<file path="src/rtl/rad_pkg.sv">
package rad_pkg;

    typedef struct packed {
        logic diff;
        logic bout;
    } rad_sub_t;

    function automatic rad_sub_t rad_sub(input logic a, input logic b, input logic bin);
        rad_sub_t r;
        r.diff = a ^ b ^ bin;
        r.bout = (~a & b) | (~a & bin) | (b & bin);
        return r;
    endfunction

endpackage

</file>
<file path="src/rtl/rad_cell.sv">
module rad_cell
    import rad_pkg::*;
(
    input  logic rem_in,
    input  logic den_bit,
    input  logic borrow_in,
    input  logic keep,
    output logic borrow_out,
    output logic rem_out
);
    rad_sub_t sub;

    always_comb begin
        sub        = rad_sub(rem_in, den_bit, borrow_in);
        borrow_out = sub.bout;
        rem_out    = keep ? rem_in : sub.diff;
    end
endmodule

</file>
<file path="src/rtl/rad_row.sv">
module rad_row #(
    parameter int W = 5
) (
    input  logic [W-1:0] part,
    input  logic [W-1:0] den,
    output logic         q_bit,
    output logic [W-2:0] rem_out
);
    logic [W:0]   borrow;
    logic [W-1:0] cell_out;
    logic         keep;
    logic         msb_unused;

    assign borrow[0] = 1'b0;
    assign keep      = borrow[W];
    assign q_bit     = ~keep;

    for (genvar c = 0; c < W; c++) begin : g_col
        rad_cell u_cell (
            .rem_in    (part[c]),
            .den_bit   (den[c]),
            .borrow_in (borrow[c]),
            .keep      (keep),
            .borrow_out(borrow[c+1]),
            .rem_out   (cell_out[c])
        );
    end

    assign rem_out    = cell_out[W-2:0];
    assign msb_unused = cell_out[W-1];
endmodule

</file>
<file path="src/rtl/rad_divider.sv">
module rad_divider #(
    parameter int NUM_W = 8,
    parameter int DEN_W = 4
) (
    input  logic [NUM_W-1:0] dividend,
    input  logic [DEN_W-1:0] divisor,
    output logic [NUM_W-1:0] quotient,
    output logic [DEN_W-1:0] remainder,
    output logic             div_zero
);
    localparam int ROW_W = DEN_W + 1;

    logic [DEN_W-1:0] rem_chain [NUM_W+1];
    logic [ROW_W-1:0] den_wide;

    assign den_wide     = {1'b0, divisor};
    assign rem_chain[0] = '0;

    for (genvar i = 0; i < NUM_W; i++) begin : g_row
        rad_row #(.W(ROW_W)) u_row (
            .part   ({rem_chain[i], dividend[NUM_W-1-i]}),
            .den    (den_wide),
            .q_bit  (quotient[NUM_W-1-i]),
            .rem_out(rem_chain[i+1])
        );
    end

    assign remainder = rem_chain[NUM_W];
    assign div_zero  = (divisor == '0);
endmodule


</file>
<file path="config.mk">
export PLATFORM = sky130hd
export DESIGN_NAME = rad_divider
export DESIGN_NICKNAME = d
export VERILOG_FILES = /design/src/rtl/rad_pkg.sv /design/src/rtl/rad_cell.sv /design/src/rtl/rad_row.sv /design/src/rtl/rad_divider.sv
export SDC_FILE = /design/constraint.sdc
export NUM_CORES = 1
export LEC_CHECK = 0
export BUFFER_PORTS_ARGS = -buffer_cell sky130_fd_sc_hd__buf_2
export CAP_MARGIN = 5
export CORE_MARGIN = 3
export CORE_UTILIZATION = 54
export DETAILED_ROUTE_END_ITERATION = 10
export GPL_TIMING_DRIVEN = 0
export PLACE_DENSITY = 0.77
export SYNTH_ARGS = -nofsm -noshare
export SYNTH_HDL_FRONTEND = slang
export SYNTH_HIERARCHICAL = 1
export SYNTH_SLANG_ARGS = --single-unit
</file>
<file path="constraint.sdc">
create_clock -name vclk -period 26.4
set_clock_uncertainty 0.05 [all_clocks]
set_input_delay 1.32 -clock vclk [all_inputs]
set_output_delay 1.32 -clock vclk [all_outputs]
set_load 0.05 [all_outputs]
</file>
==> results.cfg, run 1 <==
[outcome]
status = finished clean

[yosys]
syn_inst = 137
yosys_warnings = 6
netlist_area_sq_mm = 0.00134
synth_area_per_cell_sq_um = 9.77

[setup_path]
required_ns = 25.03
crit_path_start_kind = input pin
crit_fanout = 9
crit_path_frequent_cell = fa_1
setup.worst_path.end_class = output port
critical_path_class = in2out
path_buf_inv = 9
cp.arrival_ns = 18.41
cpMaxStageDelayCell = fa_1
cp_top_family = adder cells
slowest_delay_ns = 0.52

[grt]
antenna_found_initial = 0
busiest_layer = met2
grt_pass1_wl_um = 4420
grt_use_met1_pct = 20.2
met3_usage_pct = 0.232
grt_usage_pct = 17.2
grt_pass1_vias = 1056
grt_max_degree = 10
overflow = 0
grt_use_met2_pct = 35.5

[worst_hold_path]
whs_path_depth = 4
min_from = dividend[0]
min_to = remainder[0]
hp-class = in2out

[place]
place.detailed.hpwl_um = 2010
dp.cells = 201
gp_congestion = 0.745
pre_cts_slack_ns = 6.63
port_buffers = 25

[detailed_routing]
drc = 0
wl_um = 2290
routedWlPerCell_um = 11.4
dr.pass1.iters = 4
vias = 905
drtIter0Drc = 6
viasPerCell = 4.50
postRouteAntennaNets = 0

[floorplan]
row_count = 17
coreArea_sq_mm = 0.00228
die-area_sq_mm = 0.00311
start_util_pct = 58.8
ios = 25
die_h_um = 55.8
die_w_um = 55.8

[clock_network]
cts_setup_buffers = 0
hold_buffers = 0
ctsResizeCount = 0

[sta]
fin_crit_ns = 19.78
grt_setup_unrepaired = no
setup_viol = 0
max_freq_mhz = 50.6
finalCritPeriodShare_pct = 74.9
fin_hold_ws_ns = 3.06
worst_slack_ns = 6.62
finalHoldViolCount = 0
drv_slew = 0
fin_setup_tns_ns = 0

[cells_and_area]
regArea_sq_um = 0
seq_cell_count = 0
fin_nets = 227
drive_gt1_share_pct = 15.0
area_growth_pct = 15.0
nClkBuffers = 0
diodes = 0
fin_cells = 201

[flow_run]
max-cap-violations = 0
-- cell type report --
| cell class | instances | area (sq um) |
|---|---|---|
| Tap cell | 28 | 35.0 |
| Inverter | 48 | 180 |
| Multi-Input combinational cell | 100 | 1200 |
| Timing Repair Buffer | 25 | 125 |
| Fill cell | 192 | 736 |
-- layer usage --
layer,routed length [um],vias up
li1,-,433
met1,850,452
met2,1350,18
met3,71,2
met4,17,0
met5,0,-
-- metrics by stage --
stage               instance area (sq um)  utilization [%]
finish                               1540             67.7
global route                         1540             67.7
CTS                                  1540             67.7
detailed placement                   1540             67.7
global placement                     1540             67.7
floorplan                            1380                -
-- cell usage in the layout, fill, tap and decap left out --
master / count
buf_2: 25
inv_1: 48
conb_1: 20
nor4_2: 1
nand2_1: 7
mux2i_1: 25
fa_1: 40
o21ai_1: 7
-- worst max-delay path by stage --
| stage | startpoint | endpoint | slack, ns | depth (start not counted) |
|---|---|---|---|---|
| finish | divisor[0] | remainder[1] | 6.62 | 50 |
| global route | divisor[0] | remainder[0] | 5.78 | 50 |
| CTS | divisor[0] | remainder[0] | 6.59 | 50 |
| detailed placement | divisor[0] | remainder[1] | 6.63 | 50 |
| global placement | divisor[0] | remainder[3] | 7.04 | 50 |
| floorplan | dividend[7] | remainder[0] | 7.34 | 49 |
Power of run 1 is not shown: default switching activity piles up to over one toggle a cycle in this logic, so the estimate is an artifact.
==> run 2: changes to the inputs <==
--- a/config.mk
+++ b/config.mk
@@ -11,7 +11,7 @@
 export CORE_UTILIZATION = 54
 export DETAILED_ROUTE_END_ITERATION = 10
 export GPL_TIMING_DRIVEN = 0
-export PLACE_DENSITY = 0.77
+export PLACE_DENSITY = 0.81
 export SYNTH_ARGS = -nofsm -noshare
 export SYNTH_HDL_FRONTEND = slang
 export SYNTH_HIERARCHICAL = 1
==> constraint.sdc (replaced) <==
create_clock -name vclk -period 18.17
set_clock_uncertainty 0.05 [all_clocks]
set_input_delay 0.9085 -clock vclk [all_inputs]
set_output_delay 0.9085 -clock vclk [all_outputs]
set_load 0.05 [all_outputs]
==> run 2 against run 1 <==
First-iteration DRC count rose to 5.3 times the previous value; sequential share of layout area did not move; utilization grew 7.1 points; die area unchanged; final area grew 11%; worst hold slack got worse by 0.85 ns; cell count up 6.5%; count of clock-buffer cells in the layout unchanged; critical path depth stayed put; wire length rose by 20%.
==> results.cfg, run 2 (synthesis gave the netlist of run 1 again) <==
[outcome]
status = finished clean

[place]
place.detailed.hpwl_um = 2130
pre_cts_slack_ns = -0.860
dpl_cell_area_sq_mm = 0.00154
port_buffers = 25
gp_congestion = 0.723

[cells_and_area]
seq_cell_count = 0
layout_common_cells = inv_1, mux2i_1, fa_1
layout_commonest_cell = inv_1
regArea_sq_um = 0
drive_gt1_share_pct = 31.7
fin_nets = 240
fin_area_sq_mm = 0.00170
postLayoutCoreUtil_pct = 74.8
area_growth_pct = 27.2
nClkBuffers = 0
diodes = 0

[detailed_routing]
wl_um = 2750
viasPerCell = 4.52
postRouteAntennaNets = 0
dr.pass1.iters = 4
drc = 0
vias = 968
drtIter0Drc = 32
routedWlPerCell_um = 12.8

[floorplan]
ios = 25
coreArea_sq_mm = 0.00228
start_util_pct = 58.8
die_w_um = 55.8
die-area_sq_mm = 0.00311
die_h_um = 55.8
row_count = 17

[grt]
grt_usage_pct = 18.4
grt_pass1_vias = 1057
grt_max_degree = 10
grt_pass1_wl_um = 4620
overflow = 0
antenna_found_initial = 0

[sta]
fin_crit_ns = 17.52
grt_setup_unrepaired = no
worst_slack_ns = 0.652
drv_slew = 0
finalHoldViolCount = 0
fin_hold_ws_ns = 2.21
finalCritPeriodShare_pct = 96.4
setup_viol = 0
max_freq_mhz = 57.1

[setup_path]
setup.worst_path.end_class = output port
cp.arrival_ns = 16.56
crit_fanout = 9
crit_path_frequent_cell = fa_2
slowest_delay_ns = 0.45
crit_path_start_kind = input pin
crit_start = divisor[0]
required_ns = 17.21
critical_path_class = in2out
cpMaxStageDelayCell = fa_1
cp-endpoint = remainder[1]

[worst_hold_path]
hp-class = in2out
whs_path_depth = 4

[flow_run]
max-cap-violations = 0

[clock_network]
hold_buffers = 0
run 2: changes by cell type in the layout (fill, tap and decap cells not counted):
cell | previous run | this run
buf_4 | 0 | 18
mux2i_2 | 0 | 2
buf_2 | 25 | 20
fa_2 | 0 | 18
mux2i_1 | 25 | 23
fa_1 | 40 | 22
run 2: final cells by class:
cell class                 instances  area, sq um
timing repair buffer              38          235
fill                             165          573
tap                               28         35.0
inverter                          48          180
multi-input combinational        100         1250
run 2: worst min-delay path by stage:
| stage | from | slack [ns] | end |
|---|---|---|---|
| floorplan | divisor[2] | 1.86 | div_zero |
| CTS | dividend[0] | 2.22 | remainder[0] |
| finish | dividend[0] | 2.21 | remainder[0] |
| global placement | dividend[0] | 2.21 | remainder[0] |
| global route | dividend[0] | 2.27 | remainder[0] |
| detailed placement | dividend[0] | 2.24 | remainder[0] |
run 2: repair_timing:
item / 4_1_cts / 5_1_grt
buffers inserted: 2 / 11
pin swaps: 2 / 6
gates resized for setup: 13 / 13
endpoints found under the setup margin: 5 / 5
run 2: worst max-delay path, delay by kind of cell:
| family | cells | cell delay [ns] |
|---|---|---|
| adders and majority gates | 33 | 13.18 |
| muxes | 7 | 1.29 |
| buffers and inverters | 9 | 1.02 |
| AOI/OAI and AO/OA | 1 | 0.14 |
run 2: per-stage QoR:
| step | TNS [ns] | std cells |
|---|---|---|
| CTS | 0 | 203 |
| global route | 0 | 214 |
| detailed placement | -4.13 | 201 |
| finish | 0 | 214 |
| floorplan | -0.256 | 148 |
| global placement | -1.79 | 201 |
run 2: routing by layer:
| metal | vias to the layer above | share of wire, % | track usage, % |
|---|---|---|---|
| met5 | - | 0 | 0 |
| met4 | 0 | 0.76 | 0 |
| met3 | 2 | 3.1 | 0.464 |
| met2 | 23 | 57 | 37.0 |
| met1 | 485 | 39 | 22.9 |
| li1 | 458 | - | - |
Power of run 2 is left out for the same reason.
==> run 3: changes to the inputs <==
--- a/config.mk
+++ b/config.mk
@@ -5,6 +5,7 @@
 export SDC_FILE = /design/constraint.sdc
 export NUM_CORES = 1
 export LEC_CHECK = 0
+export ABC_AREA = 1
 export BUFFER_PORTS_ARGS = -buffer_cell sky130_fd_sc_hd__buf_2
 export CAP_MARGIN = 5
 export CORE_MARGIN = 3
==> run 3 against run 2 <==
Final area is 1.9% higher; first-iteration DRC count is 44% lower; sequential cell count stayed put; maximum frequency is 0.38% lower; worst hold slack worse by 0.068 ns.
==> results.cfg, run 3 <==
[grt]
overflow = 0
grt_pass1_wl_um = 4490
met3_usage_pct = 0.234
grt_usage_pct = 17.8
busiest_layer = met2
grt_use_met1_pct = 20.4
grt_pass1_vias = 1121
grt_max_degree = 10
grt_use_met2_pct = 38.0
antenna_found_initial = 0

[cells_and_area]
fin_area_sq_mm = 0.00174
regArea_sq_um = 0
seq_cell_count = 0
nClkBuffers = 0
postLayoutCoreUtil_pct = 76.3
fin_nets = 276
diodes = 0
area_growth_pct = 31.3
drive_gt1_share_pct = 27.5
layout_commonest_cell = inv_1
layout_common_cells = inv_1, nand2_1, o21ai_1, fa_1, conb_1

[sta]
finalCritPeriodShare_pct = 96.8
setup_viol = 0
finalHoldViolCount = 0
max_freq_mhz = 56.9
fin_crit_ns = 17.58
fin_hold_ws_ns = 2.15
drv_slew = 0

[detailed_routing]
routedWlPerCell_um = 11.0
drc = 0
vias = 1140
viasPerCell = 4.56
postRouteAntennaNets = 0
wl_um = 2760
dr.pass1.iters = 4
drtIter0Drc = 18

[setup_path]
required_ns = 17.21
crit_fanout = 9
slowest_delay_ns = 0.46
crit_path_frequent_cell = fa_1
crit_start = divisor[0]
crit_path_start_kind = input pin
setup.worst_path.end_class = output port
cp.arrival_ns = 16.63
critical_path_class = in2out
cpMaxStageDelayCell = fa_1

[yosys]
synth_area_per_cell_sq_um = 7.86
syn_inst = 168
yosys_warnings = 6
netlist_area_sq_mm = 0.00132

[floorplan]
die-area_sq_mm = 0.00308
row_count = 17
die_h_um = 55.5
coreArea_sq_mm = 0.00228
start_util_pct = 58.1
die_w_um = 55.5
ios = 25

[place]
dpl_cell_area_sq_mm = 0.00153
port_buffers = 25
place.detailed.hpwl_um = 2110
gp_congestion = 0.767

[worst_hold_path]
whs_path_depth = 4
min_from = dividend[0]
hp-class = in2out

[flow_run]
max-cap-violations = 0

[outcome]
status = finished clean
run 3: cell types whose count changed in the layout (fill, tap and decap cells not counted), moves of 2 or more:
| cell | previous run | this run |
|---|---|---|
| mux2i_2 | 2 | 0 |
| mux2i_1 | 23 | 0 |
| o21ai_1 | 7 | 25 |
| buf_6 | 0 | 2 |
| nand2_1 | 7 | 34 |
| o21ai_2 | 0 | 7 |
| inv_1 | 48 | 52 |
| fa_2 | 18 | 15 |
| fa_1 | 22 | 25 |
| conb_1 | 20 | 23 |
run 3: through the flow:
stage / TNS (ns) / std cells / worst slack [ns]
after global placement: -1.82 / 235 / -0.392
final: 0 / 250 / 0.586
after floorplan: 0 / 182 / 0.0166
after CTS: 0 / 236 / 0.00187
after detailed placement: -4.58 / 235 / -0.937
after global routing: -0.242 / 250 / -0.0624
run 3: layout make-up:
class	instances	area, sq um
Fill cell	161	541
Inverter	52	195
Multi-Input combinational cell	130	1240
Tap cell	28	35.0
Timing Repair Buffer	40	263
run 3: worst max-delay path, delay by kind of cell:
| kind | cells | cell delay [ns] |
|---|---|---|
| compound gates | 8 | 1.27 |
| buf+inv | 10 | 1.09 |
| fa+ha+maj | 33 | 13.34 |
run 3: metal layers:
layer | part of all wire, % | up-vias
met3 | 2.0 | 2
met5 | 0 | -
met4 | 0.51 | 0
met1 | 37 | 564
li1 | - | 555
met2 | 61 | 19
run 3: final timing paths:
check                 slack, ns           end
worst max-delay path       0.59  remainder[3]
worst min-delay path       2.15  remainder[0]
run 3: repair_timing:
action	CTS	global route
resized for setup	13	17
buffers inserted	1	14
hold buffers	0	0
pin swaps	1	8
setup endpoints to repair	5	5
Power of run 3 is left out for the same reason.
